### config.mk
export PLATFORM = sky130hd
export DESIGN_NAME = pwr_mode_ctl
export DESIGN_NICKNAME = d
export VERILOG_FILES = /design/src/rtl/pwr_mode_ctl.sv
export SDC_FILE = /design/constraint.sdc
export NUM_CORES = 1
export LEC_CHECK = 0
export ABC_CLOCK_PERIOD_IN_PS = 1500
export BUFFER_PORTS_ARGS = -buffer_cell sky130_fd_sc_hd__buf_2
export CORE_UTILIZATION = 33
export DETAILED_ROUTE_END_ITERATION = 10
export PLACE_DENSITY = 0.86
export SLEW_MARGIN = 40
export SYNTH_ARGS = -nofsm -noshare
export SYNTH_HDL_FRONTEND = slang
export SYNTH_SLANG_ARGS = --single-unit
### constraint.sdc
create_clock -name clk -period 1.5 [get_ports clk]
set_input_delay 0.225 -clock clk [delete_from_list [all_inputs] [get_ports clk]]
set_output_delay 0.225 -clock clk [all_outputs]
set_load 0.02 [all_outputs]
### src/rtl/pwr_mode_ctl.sv
module pwr_mode_ctl #(
  parameter int NUM_IRQ = 8,
  parameter int VEC_W = 17,
  parameter logic [VEC_W-1:0] RESTART_VEC = '0
) (
  input  logic               clk,
  input  logic               rst_n,
  input  logic               instr_done,
  input  logic               wr_en,
  input  logic [1:0]         wr_data,
  input  logic [NUM_IRQ-1:0] irq_req,
  input  logic [NUM_IRQ-1:0] irq_en,
  input  logic               ext_rst,
  input  logic               wdt_rst,
  input  logic               wdt_en,
  input  logic               mcd_rst,
  output logic               cpu_clk_en,
  output logic               per_clk_en,
  output logic               osc_en,
  output logic               rst_req,
  output logic [VEC_W-1:0]   rst_vec,
  output logic [1:0]         mode
);

  localparam int IDLE_BIT = 0;
  localparam int STOP_BIT = 1;

  typedef enum logic [1:0] {M_RUN = 2'b00, M_IDLE = 2'b01, M_STOP = 2'b10} pm_t;

  pm_t        state;
  logic [1:0] ctl;
  logic       wake;
  logic       rst_hit;

  assign wake    = |(irq_req & irq_en);
  assign rst_hit = ext_rst | mcd_rst | (wdt_en & wdt_rst & (state != M_STOP));

  always_ff @(posedge clk or negedge rst_n) begin
    if (!rst_n) begin
      state   <= M_RUN;
      ctl     <= '0;
      rst_req <= 1'b1;
    end else if (rst_hit) begin
      state   <= M_RUN;
      ctl     <= '0;
      rst_req <= 1'b1;
    end else begin
      rst_req <= 1'b0;
      case (state)
        M_RUN: begin
          if (wr_en) ctl <= wr_data;
          if (instr_done) begin
            if (ctl[STOP_BIT])      state <= M_STOP;
            else if (ctl[IDLE_BIT]) state <= M_IDLE;
          end
        end
        M_IDLE: begin
          if (wake) begin
            state         <= M_RUN;
            ctl[IDLE_BIT] <= 1'b0;
          end
        end
        default: ;
      endcase
    end
  end

  assign mode       = state;
  assign cpu_clk_en = (state == M_RUN);
  assign per_clk_en = (state != M_STOP);
  assign osc_en     = (state != M_STOP);
  assign rst_vec    = rst_req ? RESTART_VEC : '0;

  p_idle_entry_r2: assert property (@(posedge clk) disable iff (!rst_n)
    (state == M_RUN && instr_done && ctl == 2'b01 && !rst_hit) |=> (mode == 2'b01));

  p_irq_wake_r4: assert property (@(posedge clk) disable iff (!rst_n)
    (state == M_IDLE && wake && !rst_hit) |=> (mode == 2'b00 && !ctl[IDLE_BIT] && !rst_req));

  p_masked_irq_r5: assert property (@(posedge clk) disable iff (!rst_n)
    (state == M_IDLE && !wake && !rst_hit) |=> $stable(mode));

  p_stop_hold_r7: assert property (@(posedge clk) disable iff (!rst_n)
    (state == M_STOP && !ext_rst && !mcd_rst) |=> (mode == 2'b10));

  p_stop_exit_r8: assert property (@(posedge clk) disable iff (!rst_n)
    ($past(state) == M_STOP && state != M_STOP) |-> (rst_req && mode == 2'b00));

  p_reset_resp_r9: assert property (@(posedge clk) disable iff (!rst_n)
    (ext_rst || mcd_rst) |=> (rst_req && mode == 2'b00 && ctl == 2'b00 && rst_vec == RESTART_VEC));

  p_no_sleep_write_r10: assert property (@(posedge clk) disable iff (!rst_n)
    (state != M_RUN && !rst_hit && !(state == M_IDLE && wake)) |=> $stable(ctl));

  p_mode_legal_r11: assert property (@(posedge clk) disable iff (!rst_n)
    mode != 2'b11);

endmodule

Yosys cells after proc, flatten, opt, wreduce, memory -nomap -nowiden:

Cells that the tools add are included.

* register bits after elaboration: 5
* word-level logic and storage cells: 35
* output and inout bits: 23
* input port bits: 26

* multiplexer cells: 12
* equality and inequality tests: 6
* bitwise gates (word level): 5
* reductions and logical operators: 8

Operators with widths (number)
* $mux W2: 7
* $and A8 B8 Y8: 1
* $reduce_or A8 Y1: 1
* $ne A3 B2 Y1 const B: 2
* $ne A4 B1 Y1 const B: 1
* $pmux W2 S2: 1
* $reduce_and A4 Y1: 1
* $reduce_bool A2 Y1: 2
* $mux W1: 3
* $ne A3 B3 Y1 const B: 1
* $reduce_and A3 Y1: 1
* $reduce_bool A3 Y1: 1
* $and A1 B1 Y1: 2
* $eq A2 B1 Y1 const B: 1
* $logic_not A2 Y1: 1
* $ne A2 B2 Y1 const B: 1
* $or A1 B1 Y1: 2
* $pmux W1 S2: 1
* $reduce_and A2 Y1: 1

Longest topological paths before layout:

* word-level depth: 5
* depth in mapped cells: 4

Least setup slack after synthesis:

OpenSTA, ideal clock, no wires.

* path kind: reg2out
* start point: reg state[1], in the netlist mode[1]
* end point: out per_clk_en
* path slack: 0.218 ns
* arrival: 1.057 ns
* required time: 1.275 ns
* buffers on the path: 1
* stages on the path, launching flop included: 4
* cells stage by stage: dfrtp_1 nor2b_4 inv_1 buf_4

* word-level cells in the longest chain between the ends: 1

Ends and longest elaborated chain
* start: declaration: RTL line 30 `pm_t state;`
* start signal: assignment: RTL line 40 `state <= M_RUN;`
* start signal: assignment: RTL line 44 `state <= M_RUN;`
* start signal: assignment: RTL line 53 `if (ctl[STOP_BIT]) state <= M_STOP;`
* $ne A2 B2 Y1
* end: declaration: RTL line 18 `output logic per_clk_en,`

Every way passes these cells.

Final worst setup path:

* start point: reg state[1], in the netlist mode[1]
* end point: out per_clk_en

* word-level cells in the longest chain between the ends: 1

Ends and longest elaborated chain
* $ne A2 B2 Y1: RTL line 70 `assign per_clk_en = (state != M_STOP);`

Every way passes these cells.

==> run metrics <==
via count=around 420; RSZ-0062 raised after global routing=no; post-synthesis cell area=approximately 450 µm²; clk sinks=5; CP cell instances=nor2b_4 -> inv_1 -> buf_2; Final period util=91.0%; CP bufs+invs=2; # H-tree levels=1; Worst Path Arrival=approximately 1.1 ns; worst setup margin=0.136 ns; Die Y=just under 40 µm; Avg WL per Cell=slightly above 9 µm; die area=~1500 µm²; yosys warns=0; maxcap violations=0; pre-CTS setup slack=0.322 ns; CP max stage cell=dfrtp_1; Setup crit end kind=output port; # diodes=0; Pint=about 0.00028 W; max-slew violations=0; CP max stage delay=between 0.4 and 0.5 ns; Die X=around 39 µm; input/output buffers=31; largest net degree at the start of global routing=9; CTS Buffer Depth=2; clk_lat worst skew=roughly 0.23 ns; CP required=roughly 1.3 ns; worst-path maximum fanout=8; maximum clock rate=roughly 0.73 GHz; minimum clock period after layout=about 1.4 ns; first-pass GRT wire length=approximately 1100 µm; CTS buffer count=3; synth unique cells=25; clock share of power=roughly 38%; Core Region=around 1200 µm²; Fin Setup TNS=0 ns; VDD IR max=roughly 0.33 mV; initial antenna violation count=0; worst min path class=input pin to flop; Fill cells=roughly 120; Detail Route Antenna Nets=0; switching power share of the total=slightly below 30%; Initial DRT Pass Iterations=4; final setup violation count=0; share of cells above drive strength 1=between 40% and 50%; # nets final=~110; register area=around 130 µm²; final wirelength=~900 µm; P_leak=0.303 nW; critical path class=flop to output port; Yosys reg bits=5; P_sw=~0.00012 W; crit start category=flop; sequential fraction of the synthesis area=about 28%; root buffer cell=clkbuf_4; DRT iter0 DRCs=12; Sequential Power Share=a little over a third; Post-Synthesis Cells=about 50; Final Hold Fails=0; combinational power share=26.1%; area occupied by multi-input gates=244 µm²; Vias/cell=~4.2; pwr/cell area=roughly 670 nW/µm²; total gr overflow=0; number of global-route vias before repair=approximately 310; DRC Markers=0; post-cts resize count=0; Clk pin slew, worst setup/hold paths=about 0.040 ns; io pins=a little under 50; setup bufs post-CTS=0; Avg Cell Area, Syn=between 8 and 9 µm²; FP Rows=12; clock skew=approximately 0.0014 ns; Largest delay share family, worst path=flip-flops; status=completed; initial cell density of the core=between 30% and 40%; CTS tree=built; HPWL after DPL=about 780 µm; GRT Overall Usage=about 12%; Syn-to-layout area delta=29.6%; GP Congestion=0.667
cells in the final DEF (no fill, tap or decap):
cell           instances
buf_2                 31
conb_1                17
dfrtp_1                4
nor2_1                 3
clkbuf_4               3
nand2_1                2
inv_1                  2
a21oi_1                2
a22oi_1                2
nor2b_4                1
o21ai_2                1
nand2b_1               1
nand4_1                1
a222oi_1               1
a211oi_1               1
and4bb_2               1
o221ai_1               1
a211oi_2               1
nand3_1                1
a21bo_2                1
nor4bb_1               1
o21ai_0                1
o211ai_1               1
o22ai_1                1
a31oi_1                1
clkbuf_1               1
dlygate4sd3_1          1
dfstp_2                1
per-layer routing:
metal	up-vias	share of wire, %	track usage, %
li1	216	-	-
met1	177	39	11.6
met2	23	52	18.8
met3	0	9.7	3.47
met4	0	0	10.3
met5	-	0	0
layout make-up:
type | instances | share of cell area (%)
multi-input cells | 42 | 41.6
repair buffers | 32 | 28.1
flip-flops and latches | 5 | 21.5
clock buffers | 4 | 4.48
well taps | 14 | 2.99
inverters | 2 | 1.28
final timing paths:
check / cells past startpoint / slack, ns / to / startpoint
setup / recovery: 3 / 0.14 / per_clk_en / mode[1]
hold / removal: 3 / 0.26 / ctl[1] / wr_data[1]
setup reg to reg: 3 / 0.32 / ctl[0] / mode[0]
hold reg to reg: 2 / 0.56 / mode[1] / ctl[1]
max in group asynchronous: 2 / 0.96 / rst_req / rst_n
min in group asynchronous: 2 / 0.33 / ctl[0] / rst_n
state kept, by name (all words and copies together), names as in the netlist:
register	count
rst_req	1
ctl	2
mode	2
cell families after synthesis:
family | synth area share, %
other | 0.828
AND/OR/NAND/NOR | 16.0
buffers and inverters | 31.5
flip-flops | 27.9
AO/OA/AOI/OAI | 23.8
worst min-delay path: cells and delay by family:
| family | cells | cell delay, ns |
|---|---|---|
| compound gates | 1 | 0.06 |
| simple gates | 1 | 0.07 |
| buf+inv | 1 | 0.10 |
stage by stage:
| stage | area (µm²) | power [W] | utilization [%] | hold slack [ns] | std cells |
|---|---|---|---|---|---|
| 5_1_grt | 587 | 0.000423 | 49.5 | 0.276 | 99 |
| 6_report | 587 | 0.000393 | 49.5 | 0.264 | 99 |
| 4_1_cts | 587 | 0.000400 | 49.5 | 0.257 | 99 |
| 2_1_floorplan | 513 | 0.000237 | - | -0.0706 | 67 |
| 3_5_place_dp | 551 | 0.000243 | 46.4 | 0.0414 | 94 |
| 3_3_place_gp | 551 | 0.000241 | 46.4 | 0.0407 | 94 |
power groups by stage:
stage	clock (W)	sequential [W]	combinational, W
5_1_grt	0.000169	0.000141	0.000113
3_3_place_gp	0	0.000143	0.0000987
2_1_floorplan	0	0.000145	0.0000926
3_5_place_dp	0	0.000143	0.000100
6_report	0.000149	0.000141	0.000103
4_1_cts	0.000157	0.000141	0.000102
timing repair:
item | 4_1_cts | 5_1_grt
endpoints found under the setup margin | 0 | 0
hold endpoints to repair | 5 | 0
hold buffers | 1 | 0
cells in the mapped netlist, drive strengths merged:
cell type | count | area, µm²
a211oi | 2 | 20.0
a21bo | 1 | 10.0
a21oi | 2 | 10.0
a222oi | 1 | 10.0
a22oi | 2 | 15.0
a31oi | 1 | 6.26
and4bb | 1 | 12.5
buf | 18 | 135
conb | 1 | 3.75
dfrtp | 4 | 100
dfstp | 1 | 26.3
inv | 2 | 7.51
nand2 | 2 | 7.51
nand2b | 1 | 6.26
nand3 | 1 | 5.00
nand4 | 1 | 6.26
nor2 | 3 | 11.3
nor2b | 1 | 13.8
nor4bb | 1 | 10.0
o211ai | 1 | 7.51
o21ai | 2 | 13.8
o221ai | 1 | 8.76
o22ai | 1 | 6.26
Power figures use the tool's default switching activity.
